## src/rtl/bor_pkg.sv

```systemverilog
package bor_pkg;

  typedef enum logic [1:0] {
    ST_IDLE = 2'd0,
    ST_BOR  = 2'd1,
    ST_PWRT = 2'd2,
    ST_RUN  = 2'd3
  } bor_state_t;

  localparam logic [1:0] MODE_OFF   = 2'b00;
  localparam logic [1:0] MODE_SW    = 2'b01;
  localparam logic [1:0] MODE_SLEEP = 2'b10;
  localparam logic [1:0] MODE_ON    = 2'b11;

  function automatic logic det_enable(input logic [1:0] mode,
                                      input logic       sw_en,
                                      input logic       sleep);
    case (mode)
      MODE_SW:    return sw_en;
      MODE_SLEEP: return ~sleep;
      MODE_ON:    return 1'b1;
      default:    return 1'b0;
    endcase
  endfunction

endpackage

```

## src/rtl/bor_sync.sv

```systemverilog
module bor_sync #(
  parameter int   STAGES  = 2,
  parameter logic RST_VAL = 1'b1
) (
  input  logic clk,
  input  logic rst,
  input  logic d,
  output logic q
);
  logic [STAGES-1:0] sh_q;

  always_ff @(posedge clk) begin
    if (rst) sh_q <= {STAGES{RST_VAL}};
    else     sh_q <= {sh_q[STAGES-2:0], d};
  end

  assign q = sh_q[STAGES-1];
endmodule

```

## src/rtl/bor_glitch_filter.sv

```systemverilog
module bor_glitch_filter #(
  parameter int FILT_CYC = 16
) (
  input  logic clk,
  input  logic rst,
  input  logic en,
  input  logic flag,
  output logic trip
);
  localparam int CW = $clog2(FILT_CYC + 1);
  localparam logic [CW-1:0] CNT_MAX = CW'(FILT_CYC);

  logic [CW-1:0] cnt_q;
  logic          active;

  assign active = en & flag;

  always_ff @(posedge clk) begin
    if (rst || !active)       cnt_q <= '0;
    else if (cnt_q != CNT_MAX) cnt_q <= cnt_q + CW'(1);
  end

  assign trip = active && (cnt_q == CNT_MAX);
endmodule

```

## src/rtl/bor_seq_fsm.sv

```systemverilog
module bor_seq_fsm
  import bor_pkg::*;
#(
  parameter int PWRT_CYC = 65536
) (
  input  logic       clk,
  input  logic       rst,
  input  logic       low,
  input  logic       trip,
  input  logic       wdt,
  input  logic       pwrt_on,
  output bor_state_t state_o,
  output logic       rst_o,
  output logic       enter_bor_o
);
  localparam int TW = $clog2(PWRT_CYC + 1);
  localparam logic [TW-1:0] T_LAST = TW'(PWRT_CYC - 1);

  bor_state_t    state_q, state_d;
  logic [TW-1:0] tcnt_q, tcnt_d;
  logic          rst_q;
  logic          enter;

  always_comb begin
    state_d = state_q;
    tcnt_d  = '0;
    enter   = 1'b0;
    if (wdt) begin
      state_d = ST_IDLE;
    end else begin
      case (state_q)
        ST_IDLE, ST_BOR: begin
          if (!low) state_d = pwrt_on ? ST_PWRT : ST_RUN;
        end
        ST_PWRT: begin
          if (low) begin
            state_d = ST_BOR;
            enter   = 1'b1;
          end else if (tcnt_q == T_LAST) begin
            state_d = ST_RUN;
          end else begin
            tcnt_d = tcnt_q + TW'(1);
          end
        end
        default: begin
          if (trip) begin
            state_d = ST_BOR;
            enter   = 1'b1;
          end
        end
      endcase
    end
  end

  always_ff @(posedge clk) begin
    if (rst) begin
      state_q <= ST_IDLE;
      tcnt_q  <= '0;
      rst_q   <= 1'b1;
    end else begin
      state_q <= state_d;
      tcnt_q  <= tcnt_d;
      rst_q   <= (state_d != ST_RUN);
    end
  end

  assign state_o     = state_q;
  assign rst_o       = rst_q;
  assign enter_bor_o = enter;
endmodule

```

## src/rtl/bor_reset_seq.sv

```systemverilog
module bor_reset_seq
  import bor_pkg::*;
#(
  parameter int SYNC_STAGES = 2,
  parameter int FILT_CYC    = 16,
  parameter int PWRT_CYC    = 65536
) (
  input  logic       clk,
  input  logic       por_i,
  input  logic       wdt_req_i,
  input  logic       brown_raw_i,
  input  logic [1:0] mode_i,
  input  logic       sw_en_i,
  input  logic       sleep_i,
  input  logic       pwrt_en_n_i,
  input  logic       flag_clr_i,
  output logic       rst_o,
  output logic       bor_flag_o
);
  logic       brown_s;
  logic       det_en;
  logic       brown_low;
  logic       trip;
  logic       enter_bor;
  bor_state_t state;
  logic       flag_q;

  // Supply assumed low at power-on so release waits for a seen-good supply
  bor_sync #(.STAGES(SYNC_STAGES), .RST_VAL(1'b1)) u_sync (
    .clk (clk),
    .rst (por_i),
    .d   (brown_raw_i),
    .q   (brown_s)
  );

  assign det_en    = det_enable(mode_i, sw_en_i, sleep_i);
  assign brown_low = brown_s & det_en;

  bor_glitch_filter #(.FILT_CYC(FILT_CYC)) u_filt (
    .clk  (clk),
    .rst  (por_i),
    .en   (det_en),
    .flag (brown_s),
    .trip (trip)
  );

  bor_seq_fsm #(.PWRT_CYC(PWRT_CYC)) u_fsm (
    .clk         (clk),
    .rst         (por_i),
    .low         (brown_low),
    .trip        (trip),
    .wdt         (wdt_req_i),
    .pwrt_on     (~pwrt_en_n_i),
    .state_o     (state),
    .rst_o       (rst_o),
    .enter_bor_o (enter_bor)
  );

  always_ff @(posedge clk) begin
    if (por_i)           flag_q <= 1'b0;
    else if (enter_bor)  flag_q <= 1'b1;
    else if (flag_clr_i) flag_q <= 1'b0;
  end

  assign bor_flag_o = flag_q;
endmodule

```

## config.mk

```make
export PLATFORM = sky130hd
export DESIGN_NAME = bor_reset_seq
export DESIGN_NICKNAME = d
export VERILOG_FILES = /design/src/rtl/bor_pkg.sv /design/src/rtl/bor_sync.sv /design/src/rtl/bor_glitch_filter.sv /design/src/rtl/bor_seq_fsm.sv /design/src/rtl/bor_reset_seq.sv
export SDC_FILE = /design/constraint.sdc
export NUM_CORES = 1
export LEC_CHECK = 0
export BUFFER_PORTS_ARGS = -buffer_cell sky130_fd_sc_hd__buf_2
export CORE_MARGIN = 4
export CORE_UTILIZATION = 43
export CTS_CLUSTER_SIZE = 40
export DETAILED_ROUTE_END_ITERATION = 16
export GPL_ROUTABILITY_DRIVEN = 0
export GPL_TIMING_DRIVEN = 0
export HOLD_SLACK_MARGIN = 0.03
export PLACE_DENSITY = 0.73
export SLEW_MARGIN = 20
export SYNTH_ARGS = -nofsm -noshare
export SYNTH_HDL_FRONTEND = slang
export SYNTH_SLANG_ARGS = --single-unit
```

## constraint.sdc

```tcl
create_clock -name clk -period 2.15 [get_ports clk]
set_input_delay 0.43 -clock clk [delete_from_list [all_inputs] [get_ports clk]]
set_output_delay 0.43 -clock clk [all_outputs]
set_load 0.005 [all_outputs]
```

==> results.cfg <==
[global_routing]
grt_pass1_wl_um = 3700
grt_antenna_before_repair = 0
use_met1_pct = 15.5
grt.busiest_layer = met2
grt_max_degree = 15
grt_usage_pct = 13.2
grt_overflow_total = 0
use_met2_pct = 23.4
met3_usage_pct = 4.47
grt_pass1_vias = 887

[sta]
relSlewSlack_pct = 67.0
fin_crit_sh_pct = 94.5
setup_viol = 0
holdWs_ps = 280
fin_skew_ps = 5.52
max_freq_mhz = 492
slew_viol_final = 0
hold_violations = 0
setup_ws_ps = 119
finalCriticalPeriod_ps = 2030
tightest_slew_ps = 488

[power_and_ir_drop]
power_leakage_nw = 0.496
p_per_area_mw_per_mm2 = 563
power_w = 0.000781
ir_worst_vdd_mv = 0.576

[worst_setup_path]
cp_max_fo = 5
crit_chain = ha_4 -> nand2_2 -> nor4_4 -> and4_1 -> ha_1 -> nor3b_2 -> o21bai_1 -> or2_2 -> a21oi_1
worstSetupEndpointType = flip-flop
slowest_stage = dfxtp_2
cp_data_required_time_ps = 2410
start_kind = flip-flop
critPathKind = reg -> reg
slowest_delay_ps = 400
arrival_ps = 2290

[logic_synthesis]
syn_inst = 135
yosysTopAreaCell = dfxtp_1
async_flop_share_pct = 0
ys_seq_area_share_pct = 46.4
avgSynthCellArea_um2 = 8.94
synth_flop_cell = dfxtp_1
yosysWarnings = 0
synth_edf_count = 0
netlist.area_leader.share_pct = 46.4
synth-seq-cells = 28
syn_area_mm2 = 0.00121
synthTopCellsByArea = dfxtp_1 46%, nor2_1 5.6%, xnor2_1 5.1%
syn-num-nets = 149
synthDistinctLibCells = 31

[floorplanning]
die-area_mm2 = 0.00372
design.core.area_mm2 = 0.00257
start_util_pct = 47.0
io-pin-count = 12
fp.dieH_um = 61.0
die_w_um = 61.0
fp-row-count = 18

[route]
wl_per_cell_um = 11.8
drc = 0
dr.pass1.iters = 4
wirelength_um = 2140
vias = 947
vias_per_cell = 5.20
ant_nets = 0
drt_iter0_drc = 74

[clock_tree]
path_clk_slew_ps = 140
clockRootBuffer = clkbuf_4
cts-buffers-inserted = 3
insertion_delay_ps = 320
clockBufferDepth = 2
cts_tree = built
htreeDepth = 1
clock-sinks = 28

[min_path]
hold_path_class = in -> reg

[run_status]
status = finished, final reports clean

[job]
drv_cap = 0

[final_layout]
area_delta_synth_final_pct = 14.9
antennaDiodeCount = 0
fillers = 247
drive_above_1_share_pct = 21.7
nets = 168

[placement]
port_buffers = 11
dp_hpwl_um = 1640
preCtsSetupSlack_ps = -470
-- worst paths after layout --
| path | from | endpoint | slack [ps] | cells past startpoint |
|---|---|---|---|---|
| worst max register to register | u_fsm.tcnt_q[0]$_SDFF_PP0_ | u_fsm.state_o[0]$_SDFF_PP0_ | 120 | 9 |
| worst min-delay path | brown_raw_i | u_sync.sh_q[0]$_SDFF_PP1_ | 280 | 2 |
| worst max-delay path | u_fsm.tcnt_q[0]$_SDFF_PP0_ | u_fsm.state_o[0]$_SDFF_PP0_ | 120 | 9 |
| worst min register to register | u_sync.sh_q[0]$_SDFF_PP1_ | u_sync.sh_q[1]$_SDFF_PP1_ | 440 | 1 |
-- Yosys cell counts, drive strengths merged (2+ instances only) --
cell	number
ha	4
xnor2	7
nand4	2
inv	6
xor2	5
nor2	18
nand3	8
a21oi	6
nor3	6
nand2	12
or3	3
nand2b	2
dfxtp	28
or2	4
nand3b	2
mux2i	2
o21ai	5
and4	2
and3	2
-- placed cells by master, fill, tap and decap left out, drive strengths merged, types with 3 or more instances in the layout --
master	n
a21oi	6
buf	15
clkbuf	3
dfxtp	28
ha	4
inv	6
nand2	12
nand3	8
nor2	18
nor3	6
o21ai	5
or2	4
or3	3
xnor2	7
xor2	5
-- through the flow --
stage / util [%] / cells / setup TNS [ps] / cell area [µm²]
finish: 54.0 / 182 / 0 / 1390
global route: 54.0 / 182 / -0.943 / 1390
CTS: 53.1 / 181 / 0 / 1360
detailed placement: 50.6 / 176 / -5120 / 1300
global placement: 50.6 / 176 / -4280 / 1300
floorplan: - / 135 / 0 / 1210
-- flip-flops by register name, summed over array words and instances, names as in the netlist --
| register | cells |
|---|---|
| u_fsm.state_o | 2 |
| u_filt.cnt_q | 5 |
| bor_flag_o | 1 |
| u_sync.sh_q | 2 |
| u_fsm.rst_o | 1 |
| u_fsm.tcnt_q | 17 |
-- cell type report --
class	instances	area [µm²]	area share [%]
clock buffers	3	22.5	1.62
well taps	30	37.5	2.71
plain buffers	1	7.51	0.541
flip-flops and latches	28	564	40.7
inverters	6	22.5	1.62
repair buffers	14	77.6	5.59
multi-input cells	100	656	47.2
-- report_power, final --
group	internal (W)	switching (W)	leakage, nW
logic	0.0000218	0.0000213	0.254
registers	0.000526	0.00000569	0.228
clock network	0.0000656	0.000140	0.0138
-- layer usage --
metal / up-vias / routed length (µm) / part of all wire, %
met1: 439 / 962 / 45
met5: - / 0 / 0
li1: 496 / - / -
met2: 10 / 1090 / 51
met4: 0 / 22 / 1.0
met3: 2 / 67 / 3.1
-- worst max-delay path, delay by kind of cell (launching register included) --
kind / cells / cell delay [ps]
adders and majority gates: 2 / 320
AOI/OAI and AO/OA: 2 / 290
DFF: 1 / 400
and+or+nand+nor: 5 / 950
-- repair_timing --
item	in CTS	in global routing
gates resized for setup	6	6
setup endpoints to repair	19	15
hold buffers	0	0
buffers inserted	2	1
pin swaps	1	2
-- cells by family (layout without fill, tap and decap cells) --
logic type | count (synthesis) | count (layout) | synth area share (%)
AND/OR/NAND/NOR | 67 | 67 | 29.7
adder cells (fa/ha/maj) | 4 | 4 | 4.15
multiplexers | 2 | 2 | 1.66
AO/OA/AOI/OAI | 15 | 15 | 7.15
buffers and inverters | 7 | 24 | 2.18
XOR/XNOR | 12 | 12 | 8.70
flip-flops | 28 | 28 | 46.4
No activity file was read; power rests on OpenSTA's default activity.
